`config.mk`:
```
export PLATFORM = sky130hd
export DESIGN_NAME = cipher_job_seq
export DESIGN_NICKNAME = d
export VERILOG_FILES = /design/src/rtl/cjs_pkg.sv /design/src/rtl/cjs_splitter.sv /design/src/rtl/cjs_timer.sv /design/src/rtl/cjs_cmd_fmt.sv /design/src/rtl/cipher_job_seq.sv
export SDC_FILE = /design/constraint.sdc
export NUM_CORES = 1
export LEC_CHECK = 0
export BUFFER_PORTS_ARGS = -buffer_cell sky130_fd_sc_hd__buf_2
export CORE_MARGIN = 2
export CORE_UTILIZATION = 43
export DETAILED_ROUTE_END_ITERATION = 7
export PLACE_DENSITY = 0.75
export SLEW_MARGIN = 15
export SYNTH_ARGS = -nofsm -noshare
export SYNTH_HDL_FRONTEND = slang
export SYNTH_SLANG_ARGS = --single-unit
```
`constraint.sdc`:
```
create_clock -name clk_i -period 4.9 [get_ports clk_i]
set_clock_uncertainty 0.1 [all_clocks]
set_input_delay 0.245 -clock clk_i [delete_from_list [all_inputs] [get_ports clk_i]]
set_output_delay 0.245 -clock clk_i [all_outputs]
set_load 0.005 [all_outputs]
```
`src/rtl/cjs_pkg.sv`:
```
package cjs_pkg;
  localparam int unsigned CMD_W  = 32;
  localparam int unsigned OP_LSB = 26;

  localparam logic [5:0] OP_SETUP = 6'h10;
  localparam logic [5:0] OP_START = 6'h0E;
  localparam logic [5:0] OP_CLOSE = 6'h11;

  typedef enum logic [2:0] {
    ST_IDLE, ST_SETUP, ST_ADDR, ST_START, ST_WAIT, ST_CLOSE, ST_FIN
  } seq_state_e;

  typedef enum logic [1:0] {
    WSEL_SETUP, WSEL_ADDR, WSEL_START, WSEL_CLOSE
  } word_sel_e;
endpackage

```
`src/rtl/cjs_splitter.sv`:
```
module cjs_splitter #(
  parameter int unsigned AW            = 32,
  parameter int unsigned LW            = 24,
  parameter int unsigned MAX_JOB_BYTES = 16384,
  parameter int unsigned BLK_BYTES     = 16,
  parameter int unsigned CNT_W         = 10
) (
  input  logic             clk_i,
  input  logic             rst_ni,
  input  logic             load_i,
  input  logic [AW-1:0]    src_i,
  input  logic [AW-1:0]    dst_i,
  input  logic [LW-1:0]    len_i,
  input  logic             adv_i,
  output logic [AW-1:0]    src_o,
  output logic [AW-1:0]    dst_o,
  output logic [CNT_W-1:0] nblk_m1_o,
  output logic             last_o,
  output logic             empty_o
);
  localparam int unsigned BLK_SH = $clog2(BLK_BYTES);
  localparam logic [LW-1:0] MAX_L = LW'(MAX_JOB_BYTES);
  localparam logic [LW-1:0] RND_L = LW'(BLK_BYTES - 1);

  logic [LW-1:0] rem_q;
  logic [AW-1:0] src_q, dst_q;
  logic [LW-1:0] job_bytes, nblk;

  assign job_bytes = (rem_q > MAX_L) ? MAX_L : rem_q;
  assign nblk      = (job_bytes + RND_L) >> BLK_SH;   // ceiling division
  assign nblk_m1_o = CNT_W'(nblk - LW'(1));
  assign last_o    = (rem_q <= MAX_L);
  assign empty_o   = (rem_q == '0);
  assign src_o     = src_q;
  assign dst_o     = dst_q;

  always_ff @(posedge clk_i or negedge rst_ni) begin
    if (!rst_ni) begin
      rem_q <= '0;
      src_q <= '0;
      dst_q <= '0;
    end else if (load_i) begin
      rem_q <= len_i;
      src_q <= src_i;
      dst_q <= dst_i;
    end else if (adv_i) begin
      rem_q <= rem_q - job_bytes;
      src_q <= src_q + AW'(job_bytes);
      dst_q <= dst_q + AW'(job_bytes);
    end
  end
endmodule

```
`src/rtl/cjs_timer.sv`:
```
module cjs_timer #(
  parameter int unsigned TIMEOUT_CYC = 7_500_000
) (
  input  logic clk_i,
  input  logic rst_ni,
  input  logic run_i,
  output logic expired_o
);
  localparam int unsigned TW = $clog2(TIMEOUT_CYC + 1);
  localparam logic [TW-1:0] LIMIT = TW'(TIMEOUT_CYC - 1);

  logic [TW-1:0] cnt_q;

  assign expired_o = run_i && (cnt_q == LIMIT);

  always_ff @(posedge clk_i or negedge rst_ni) begin
    if (!rst_ni)      cnt_q <= '0;
    else if (!run_i)  cnt_q <= '0;
    else if (!expired_o) cnt_q <= cnt_q + TW'(1);
  end
endmodule

```
`src/rtl/cjs_cmd_fmt.sv`:
```
module cjs_cmd_fmt
  import cjs_pkg::*;
#(
  parameter int unsigned AW    = 32,
  parameter int unsigned CNT_W = 10
) (
  input  word_sel_e         sel_i,
  input  logic [AW-1:0]     addr_i,
  input  logic [CNT_W-1:0]  nblk_m1_i,
  output logic [CMD_W-1:0]  word_o
);
  logic [CMD_W-1:0] addr_w;

  generate
    if (AW >= CMD_W) begin : g_addr_trunc
      assign addr_w = addr_i[CMD_W-1:0];
    end else begin : g_addr_ext
      assign addr_w = {{(CMD_W-AW){1'b0}}, addr_i};
    end
  endgenerate

  always_comb begin
    unique case (sel_i)
      WSEL_SETUP: word_o = {OP_SETUP, {OP_LSB{1'b0}}};
      WSEL_ADDR:  word_o = addr_w;
      WSEL_START: word_o = {OP_START, {(OP_LSB-CNT_W){1'b0}}, nblk_m1_i};
      default:    word_o = {OP_CLOSE, {OP_LSB{1'b0}}};
    endcase
  end
endmodule

```
`src/rtl/cipher_job_seq.sv`:
```
module cipher_job_seq
  import cjs_pkg::*;
#(
  parameter int unsigned AW            = 32,
  parameter int unsigned LW            = 24,
  parameter int unsigned MAX_JOB_BYTES = 16384,
  parameter int unsigned BLK_BYTES     = 16,
  parameter int unsigned TIMEOUT_CYC   = 7_500_000
) (
  input  logic             clk_i,
  input  logic             rst_ni,
  input  logic             req_valid_i,
  output logic             req_ready_o,
  input  logic [AW-1:0]    req_src_i,
  input  logic [AW-1:0]    req_dst_i,
  input  logic [LW-1:0]    req_len_i,
  input  logic             req_iv_i,
  input  logic [AW-1:0]    req_iv_addr_i,
  output logic             cmd_valid_o,
  input  logic             cmd_ready_i,
  output logic [31:0]      cmd_word_o,
  output logic [AW-1:0]    job_dst_o,
  output logic             job_iv_upd_o,
  input  logic             eng_busy_i,
  input  logic             cq_empty_i,
  input  logic             cmpl_i,
  output logic             done_o,
  output logic             err_o
);
  localparam int unsigned RAW_CW = $clog2(MAX_JOB_BYTES / BLK_BYTES);
  localparam int unsigned CNT_W  = (RAW_CW < 1) ? 1 : RAW_CW;

  seq_state_e state_q;
  logic       offer_q, iv_phase_q, err_q;
  logic [AW-1:0] iv_addr_q;

  logic [AW-1:0]    sp_src, sp_dst;
  logic [CNT_W-1:0] sp_nblk_m1;
  logic             sp_last, sp_empty;
  logic             accept, gate_ok, hs, word_state, adv, expired;
  word_sel_e        sel;
  logic [AW-1:0]    job_addr;
  logic [CNT_W-1:0] job_nblk_m1;

  assign accept     = req_valid_i && (state_q == ST_IDLE);
  assign gate_ok    = !(eng_busy_i && !cq_empty_i);
  assign hs         = offer_q && cmd_ready_i;
  assign word_state = (state_q == ST_SETUP) || (state_q == ST_ADDR) ||
                      (state_q == ST_START) || (state_q == ST_CLOSE);
  assign adv        = hs && (state_q == ST_CLOSE) && !iv_phase_q;

  always_comb begin
    unique case (state_q)
      ST_SETUP: sel = WSEL_SETUP;
      ST_ADDR:  sel = WSEL_ADDR;
      ST_START: sel = WSEL_START;
      default:  sel = WSEL_CLOSE;
    endcase
  end

  assign job_addr    = iv_phase_q ? iv_addr_q : sp_src;
  assign job_nblk_m1 = iv_phase_q ? '0 : sp_nblk_m1;

  cjs_splitter #(
    .AW(AW), .LW(LW), .MAX_JOB_BYTES(MAX_JOB_BYTES),
    .BLK_BYTES(BLK_BYTES), .CNT_W(CNT_W)
  ) i_split (
    .clk_i     (clk_i),
    .rst_ni    (rst_ni),
    .load_i    (accept),
    .src_i     (req_src_i),
    .dst_i     (req_dst_i),
    .len_i     (req_len_i),
    .adv_i     (adv),
    .src_o     (sp_src),
    .dst_o     (sp_dst),
    .nblk_m1_o (sp_nblk_m1),
    .last_o    (sp_last),
    .empty_o   (sp_empty)
  );

  cjs_timer #(.TIMEOUT_CYC(TIMEOUT_CYC)) i_timer (
    .clk_i     (clk_i),
    .rst_ni    (rst_ni),
    .run_i     (state_q == ST_WAIT),
    .expired_o (expired)
  );

  cjs_cmd_fmt #(.AW(AW), .CNT_W(CNT_W)) i_fmt (
    .sel_i     (sel),
    .addr_i    (job_addr),
    .nblk_m1_i (job_nblk_m1),
    .word_o    (cmd_word_o)
  );

  // offer is latched once the gate opens so valid never drops before accept
  always_ff @(posedge clk_i or negedge rst_ni) begin
    if (!rst_ni) offer_q <= 1'b0;
    else if (hs) offer_q <= 1'b0;
    else if (word_state && gate_ok) offer_q <= 1'b1;
  end

  always_ff @(posedge clk_i or negedge rst_ni) begin
    if (!rst_ni) begin
      state_q    <= ST_IDLE;
      iv_phase_q <= 1'b0;
      iv_addr_q  <= '0;
      err_q      <= 1'b0;
    end else begin
      unique case (state_q)
        ST_IDLE: if (accept) begin
          iv_phase_q <= req_iv_i;
          iv_addr_q  <= req_iv_addr_i;
          err_q      <= 1'b0;
          state_q    <= (req_iv_i || (req_len_i != '0)) ? ST_SETUP : ST_FIN;
        end
        ST_SETUP: if (hs) state_q <= ST_ADDR;
        ST_ADDR:  if (hs) state_q <= ST_START;
        ST_START: if (hs) state_q <= ST_WAIT;
        ST_WAIT: begin
          if (cmpl_i) state_q <= ST_CLOSE;
          else if (expired) begin
            err_q   <= 1'b1;
            state_q <= ST_FIN;
          end
        end
        ST_CLOSE: if (hs) begin
          if (iv_phase_q) begin
            iv_phase_q <= 1'b0;
            state_q    <= sp_empty ? ST_FIN : ST_SETUP;
          end else begin
            state_q    <= sp_last ? ST_FIN : ST_SETUP;
          end
        end
        default: state_q <= ST_IDLE;
      endcase
    end
  end

  assign req_ready_o  = (state_q == ST_IDLE);
  assign cmd_valid_o  = offer_q;
  assign job_dst_o    = sp_dst;
  assign job_iv_upd_o = !iv_phase_q;
  assign done_o       = (state_q == ST_FIN);
  assign err_o        = (state_q == ST_FIN) && err_q;
endmodule

```
* Yosys cells after proc, flatten, opt, wreduce, memory -nomap -nowiden
Cells that the tools add are included.
Word-level totals: register bits after elaboration 149, bits of input ports 128, output and inout bits 69, logic and storage cells 96
Cells by class: add/subtract/negate cells 6, order comparisons 2, eq/ne operators 18, mux-type cells 34, reduce and logical (&&, ||, !) cells 27
Operators with widths (number):
- $mux W32 | 5
- $pmux W32 S3 | 1
- $mux W24 | 3
- $add A32 B24 Y32 | 2
- $mux W23 | 2
- $mux W3 | 11
- $gt A24 B15 Y1 const B | 1
- $le A24 B15 Y1 const B | 1
- $logic_not A24 Y1 | 1
- $reduce_bool A24 Y1 | 1
- $sub A24 B24 Y24 | 1
- $add A23 B1 Y23 const B | 1
- $eq A23 B23 Y1 const B | 1
- $pmux W3 S6 | 1
- $add A14 B4 Y14 const B | 1
- $ne A2 B2 Y1 const B | 7
- $mux W10 | 1
- $sub A10 B1 Y10 const B | 1
- $eq A3 B3 Y1 const B | 3
- $logic_and A1 B1 Y1 | 8
- $reduce_bool A2 Y1 | 4
- $mux W1 | 7
- $eq A3 B2 Y1 const B | 2
- $pmux W2 S3 | 1
- other kinds (14) | 20

* Depth between registers and ports, before layout
Gate-level depths: netlist (run 1).
word-level depth 7, mapped depth 18, gate-level depth less buffers 16

* By module
A second synthesis (run 1) with hierarchy kept.
Second synthesis, totals: cells, all modules 1304, area total of the unflattened synthesis 11372.2 um^2
By module, submodules not included:
- cjs_splitter | times used 1, cells each 960, area each 7607.3 um^2, seq. area each 2202.1 um^2
- cipher_job_seq | times used 1, cells each 184, area each 2190.9 um^2, seq. area each 950.9 um^2
- cjs_timer | times used 1, cells each 121, area each 1258.7 um^2, seq. area each 575.6 um^2
- cjs_cmd_fmt | times used 1, cells each 39, area each 315.3 um^2, seq. area each 0.0 um^2

* Worst setup path before layout (run 1)
OpenSTA, ideal clock, no wires.
path kind reg2reg, start reg i_split.rem_q[20], end reg i_split.src_q[20], in the netlist i_split.src_o[20], setup time 83 ps, arrival 4767 ps, data required time 4717 ps, slack -49 ps, cell stages (with the launch flop) 17, buffers on the path 2, clock period less this slack 4949 ps, cell sequence dfrtp_1 -> or4_4 -> or4_4 -> a21oi_1 -> clkbuf_1 -> clkbuf_1 -> and2_1 -> ha_1 -> nor2b_1 -> o31a_1 -> o41a_1 -> a21oi_1 -> a22oi_1 -> or2_2 -> a41o_1 -> mux2_2 -> o21ai_0
Between the ends: cells in the longest elaborated chain, start to end 5
RTL lines:
- from (decl) | line cjs_splitter.sv:25 | logic [LW-1:0] rem_q;
- from (signal assigned) | line cjs_splitter.sv:43 | rem_q <= len_i;
- from (signal assigned) | line cjs_splitter.sv:47 | rem_q <= rem_q - job_bytes;
- $gt A24 B15 Y1 | line cjs_splitter.sv:29 | assign job_bytes = (rem_q > MAX_L) ? MAX_L : rem_q;
- $mux W24 * | line cjs_splitter.sv:29
- $add A32 B24 Y32 * | line cjs_splitter.sv:48 | src_q <= src_q + AW'(job_bytes);
- $mux W32 * | line cjs_splitter.sv:46 | end else if (adv_i) begin
- $mux W32 * | line cjs_splitter.sv:42 | end else if (load_i) begin
- to (signal assigned) | line cjs_splitter.sv:44 | src_q <= src_i;
- to (signal assigned) | line cjs_splitter.sv:48
- to (decl) | line cjs_splitter.sv:26 | logic [AW-1:0] src_q, dst_q;
Mark *: on every way between the ends. The rest lies on a longest branch, timed or not. The select of a mux whose other input is x is not followed. A chain may end at the register's enable or synchronous reset.

* Worst setup path after layout (run 1)
start reg i_split.rem_q[20], end reg i_split.src_q[25], in the netlist i_split.src_o[25]
The elaborated chain is that of the path after synthesis.

==> results of run 1 <==
==> cells in the final DEF (no fill, tap or decap), types with 6 or more instances in the layout <==
cell type	netlist	routed
buf_2	3	195
and2_1	12	11
nor3_1	40	39
nand3_1	36	36
a221oi_1	7	7
nor4_1	15	15
a211oi_1	18	15
o21ai_0	103	102
inv_1	27	27
dlygate4sd3_1	0	108
a22oi_1	24	23
nand4_1	15	15
nor2_1	117	116
a31oi_1	17	17
buf_4	0	23
a221o_1	16	16
mux2i_1	29	29
o211ai_1	13	13
nand2_1	198	196
xnor2_1	30	30
or3_1	12	12
and3_1	26	26
or4_1	11	11
a21o_1	21	21
ha_1	47	46
o21bai_1	8	8
o21a_1	11	11
nor2b_1	13	11
xor2_1	31	31
nand2b_1	11	11
inv_6	0	6
o31ai_1	9	9
clkbuf_16	0	17
dfrtp_1	149	148
conb_1	2	19
a21oi_1	81	79
==> cell families (layout without fill, tap and decap cells) <==
logic type	Yosys count	in the layout	share of synthesized area, %
xor+xnor	61	61	4.94
compound gates	385	385	23.7
buf+inv	116	389	4.06
flops	149	149	34.5
simple gates	539	539	23.8
other cells	2	19	0.0695
mux	31	31	2.89
fa+ha+maj	52	52	6.09
==> stage by stage <==
step | worst slack [ps] | power [mW] | instances | cell area, µm² | utilization [%]
CTS | 185 | 7.14 | 1954 | 13800 | 55.3
global route | -9.10 | 7.75 | 1955 | 13900 | 55.6
detailed placement | 213 | 5.74 | 1815 | 12200 | 48.7
global placement | 304 | 5.66 | 1815 | 12200 | 48.7
floorplan | 71.2 | 4.59 | 1352 | 10900 | -
finish | 238 | 7.21 | 1955 | 13900 | 55.6
==> Yosys cell counts, drive strengths merged, types with 5 or more instances <==
library cell | number | share of area, %
dfrtp | 149 | 34
or2 | 6 | 0.35
ha | 47 | 5.4
a21oi | 81 | 3.8
and2 | 13 | 0.75
nor4 | 16 | 0.98
a21o | 21 | 1.5
nand4 | 15 | 0.87
nor3b | 5 | 0.35
a211oi | 20 | 1.6
clkbuf | 78 | 2.7
o21ai | 105 | 4.9
or3 | 12 | 0.69
and3 | 27 | 1.6
o21a | 11 | 0.76
a221o | 16 | 1.5
nand3 | 36 | 1.7
o211ai | 14 | 1.1
or4 | 13 | 0.97
o31ai | 9 | 0.63
and4 | 5 | 0.41
xnor2 | 30 | 2.4
buf | 9 | 0.35
nor3 | 40 | 1.9
inv | 27 | 0.94
xor2 | 31 | 2.5
mux2i | 29 | 2.7
a22oi | 24 | 1.7
a221oi | 8 | 0.71
nor2b | 13 | 0.75
nand2 | 198 | 6.9
a31oi | 17 | 0.98
nand3b | 5 | 0.35
nand2b | 11 | 0.64
o21bai | 9 | 0.66
nor2 | 117 | 4.1
==> power breakdown <==
part	leakage (nW)	internal [mW]	total, mW	switching [mW]
registers	1.89	1.71	2.30	0.587
logic	4.19	1.57	3.61	2.05
clock network	0.267	0.711	1.30	0.588
==> layer usage <==
metal,global-route usage (%),vias up,wire length [µm]
met5,0,-,0
met4,11.1,0,1110
met3,3.92,70,1990
met2,43.5,406,16800
met1,34.9,5398,15200
li1,-,5390,-
==> worst paths after layout <==
path | end | slack, ps | cells after the start
setup / recovery | i_split.src_o[25] | 240 | 14
hold / removal | i_split.rem_q[18] | -6 | 2
setup reg to reg | i_split.src_o[25] | 240 | 14
hold reg to reg | iv_addr_q[5] | 380 | 2
max in group asynchronous | i_split.dst_o[12] | 3250 | 3
min in group asynchronous | i_timer.cnt_q[12] | 270 | 2
==> registers in the layout, summed over array words and instances (netlist names) <==
register,flops
cmd_valid_o,1
iv_phase_q,1
i_split.dst_o,32
state_q,3
i_split.rem_q,24
err_q,1
iv_addr_q,32
i_timer.cnt_q,23
i_split.src_o,32
==> timing repair <==
item	in CTS	in global routing
hold endpoints to repair	172	0
gates resized for setup	0	12
setup buffers	0	1
hold buffers	108	0
setup endpoints to repair	0	18
==> layout make-up <==
cell class              instances  area (µm²)  share of cell area [%]
clock buffers                  17         425                    3.07
well taps                     330         413                    2.98
inverters                      29         109                   0.785
repair buffers                329        2280                    16.4
flip-flops and latches        149        3730                    26.9
multi-input cells            1087        6770                    48.8
clock inverters                14         140                    1.01
==> flow_metrics.tcl, run 1 <==
set metrics [dict create \
    cpMaxStageDelayCell "or4_4" \
    synth_edf_count 0 \
    hold_path.class "primary input to flop" \
    violations "negative hold slack" \
    die_area_mm2 0.0264 \
    required_ps 5110 \
    post-route-period-util_pct 95.1 \
    n_antenna_cell 0 \
    min_from "req_len_i[18]" \
    ir_worst_vdd_uv 289 \
    synth-main-ff-cell "dfrtp_1" \
    worstSetupPathType "flop to flop" \
    ctsHtreeMaxLevel 4 \
    clockBufferDepth 2 \
    portBuffers 196 \
    path_buf_inv 1 \
    whs_ps -6.12 \
    synth_cell_type_count 78 \
    cpLargestDelayFamily "compound AO/OA/AOI/OAI gates" \
    cts_tree "yes" \
    hpwl_mm 24.3 \
    firstDrtPassIters 6 \
    ant_nets 0 \
    start_kind "flop" \
    final_nets 1790 \
    yosys_warnings 0 \
    rows 58 \
    leakagePower_nw 6.35 \
    ios 197 \
    vias 11264 \
    async_reset_ff_share_pct 100 \
    area_delta_synth_final_pct 28.3 \
    drv_cap 0 \
    hold_viol 1 \
    powerDensity_mw_per_mm2 520 \
    slew-limit-headroom_pct 37.7 \
    syn_area_mm2 0.0108 \
    final-setup-viol-count 0 \
    wire_per_inst_um 17.9 \
    slowest_delay_ps 570 \
    tightest_slew_ps 933 \
    fmax_mhz 214 \
    clock_sinks 149 \
    end_kind "flop" \
    r2r_start "i_split.rem_q[20]" \
    grt_pass1_wl_mm 55.6 \
    cts_root_buf "clkbuf_16" \
    ys_ff_latch 149 \
    clk_pin_slew_ps 70 \
    grt_usage_pct 26.4 \
    drc 0 \
    antenna_found_initial 0 \
    netlist_instances 1335 \
    run_status "finished with violations" \
    clock_latency_ps 430 \
    die_h_um 163 \
    cts_buffers 17 \
    min_period_ps 4660 \
    synth_seq_area_share_pct 34.5 \
    crit_start "i_split.rem_q[20]" \
    synth.avg_cell_area_um2 8.10 \
    worstPathCellList "or4_4 > or4_4 > a21oi_4 > buf_4 > and2_1 > ha_1 > o21a_1 > o311a_1 > a21oi_2 > a221oi_1 > a221o_1 > o211a_1 > nor3b_1 > a221o_1" \
    grt_max_degree 128 \
    avgViaCountPerCell 5.76 \
    cp_data_arrival_time_ps 4870 \
    crit_fanout 8 \
    fillCellCount 2283 \
    core-area_mm2 0.0250 \
    fin_tns_setup_ps 0 \
    drive_gt1_share_pct 17.8 \
    start_util_pct 43.3 \
    first_global_vias 10745 \
    routabilityCongestion 0.962 \
    finalMaxSlewViolations 0 \
    overflow 0 \
    wl_mm 35.1 \
    drt_iter0_drc 845 \
    fp.dieW_um 163 \
]
(Power assumes the default switching activity.)
==> inputs of run 2 (changes only) <==
Settings changed: RECOVER_POWER from default to 100.
==> run 2 against run 1 <==
The flow finishes with violations (negative hold slack, max-capacitance violations, max-slew violations); sequential power barely moved; non-clock buffer count did not move; power fell by 0.55%; count of clock-buffer cells in the layout did not move; critical path type unchanged.
==> flow_metrics.tcl, run 2 (synthesis gave the netlist of run 1 again) <==
set metrics [dict create \
    final_util_pct 55.2 \
    start_kind "flop" \
    ff2ff_path_depth 14 \
    rows 58 \
    cpMaxStageDelayCell "or4_4" \
    crit_fanout 8 \
    drive_gt1_share_pct 15.0 \
    die_area_mm2 0.0264 \
    antenna_found_initial 0 \
    drt_iter0_drc 927 \
    required_ps 5110 \
    powerDensity_mw_per_mm2 520 \
    fillCellCount 2321 \
    post-route-period-util_pct 96.1 \
    hold_viol 1 \
    dpl-instance-area_mm2 0.0122 \
    firstDrtPassIters 7 \
    first_global_vias 10745 \
    leakagePower_nw 6.18 \
    fp.dieW_um 163 \
    wire_per_inst_um 18.0 \
    area_delta_synth_final_pct 27.5 \
    tightest_slew_ps 3220 \
    slowest_delay_ps 570 \
    worstSetupPathType "flop to flop" \
    whs_path_depth 2 \
    cp_data_arrival_time_ps 4920 \
    wl_met2_mm 16.9 \
    n_antenna_cell 0 \
    cts_buffers 17 \
    cts_root_buf "clkbuf_16" \
    met3_length_mm 2.10 \
    violations "negative hold slack, max-capacitance violations, max-slew violations" \
    whs_ps -6.39 \
    grt_pass1_wl_mm 55.6 \
    end_kind "flop" \
    core-area_mm2 0.0250 \
    run_status "finished with violations" \
    ctsHtreeMaxLevel 4 \
    min_period_ps 4710 \
    drv_cap 1 \
    drc 0 \
    portBuffers 196 \
    avgViaCountPerCell 5.77 \
    hpwl_mm 24.3 \
    clockBufferDepth 2 \
    layout_commonest_cell "nand2_1" \
    grt_max_degree 128 \
    routabilityCongestion 0.962 \
    clock_sinks 149 \
    finalMaxSlewViolations 69 \
    fin_area_mm2 0.0138 \
    worstPathCellList "or4_4 > or4_4 > a21oi_4 > buf_4 > and2_0 > ha_1 > o21a_1 > o311a_1 > a21oi_2 > a221oi_1 > a221o_1 > o211a_1 > nor3b_1 > a221o_1" \
    start_util_pct 43.3 \
    maxUsedRoutingLayer "met4" \
    clk_pin_slew_ps 70 \
    grt_usage_pct 26.4 \
    hold_path.class "primary input to flop" \
    die_h_um 163 \
    final_cell_mix "nand2_1, buf_2, dfrtp_1, nor2_1, dlygate4sd3_1" \
    ios 197 \
    final_nets 1790 \
    fmax_mhz 212 \
    ant_nets 0 \
    cts_tree "yes" \
    total_power_mw 7.17 \
    overflow 0 \
    slew-limit-headroom_pct -115 \
    fin_tns_setup_ps 0 \
    clock_latency_ps 440 \
    vias 11273 \
    ir_worst_vdd_uv 267 \
    wl_met1_mm 15.1 \
    wl_mm 35.2 \
    final-setup-viol-count 0 \
]
==> run 2: cell types whose count changed in the layout (fill, tap and decap cells not counted), sizes merged <==
cell	delta
clkdlybuf4s25	+1
buf	-48
clkbuf	+47
==> run 2: worst paths after layout <==
check / from / end / slack, ps
min reg2reg: iv_addr_q[16] / iv_addr_q[16] / 380
max reg2reg: i_split.rem_q[20] / i_split.src_o[25] / 190
max: i_split.rem_q[20] / i_split.src_o[25] / 190
min in group asynchronous: rst_ni / i_timer.cnt_q[12] / 1520
min: req_len_i[18] / i_split.rem_q[18] / -6
max in group asynchronous: rst_ni / i_split.dst_o[5] / 890
==> run 2: metrics by stage <==
step / setup slack (ps) / cells
finish: 192 / 1955
global route: -12.0 / 1955
CTS: 185 / 1954
detailed placement: 213 / 1815
global placement: 304 / 1815
floorplan: 71.2 / 1352
==> run 2: layout make-up <==
cell class	count	area (µm²)	share of cell area, %
timing repair buffer	329	2200	15.9
clock buffer	17	425	3.09
clock inverter	14	140	1.02
sequential	149	3730	27.1
inverter	29	109	0.790
tap	330	413	3.00
multi-input combinational	1087	6770	49.1
==> run 2: timing repair <==
action                                 4_1_cts  5_1_grt
endpoints found under the hold margin      172        0
resized for setup                            0       12
setup endpoints to repair                    0       18
setup buffers                                0        1
hold buffers                               108        0
==> run 2: critical path: cells and delay by family, from the launching register on <==
| kind | cells | cell delay [ps] |
|---|---|---|
| AOI/OAI and AO/OA | 8 | 2110 |
| adders and majority gates | 1 | 310 |
| buffers and inverters | 1 | 160 |
| DFF | 1 | 420 |
| and+or+nand+nor | 4 | 1470 |
==> run 2: per-layer routing <==
| metal | up-vias | global-route usage, % |
|---|---|---|
| met5 | - | 0 |
| met2 | 437 | 43.5 |
| li1 | 5393 | - |
| met4 | 0 | 11.1 |
| met1 | 5370 | 34.9 |
| met3 | 73 | 3.92 |
==> run 2: report_power, final <==
group          switching, mW  total (mW)  internal (mW)
Combinational           2.05        3.57           1.52
Sequential             0.588        2.30           1.71
Clock                  0.593        1.30          0.711
Total                   3.23        7.17           3.94
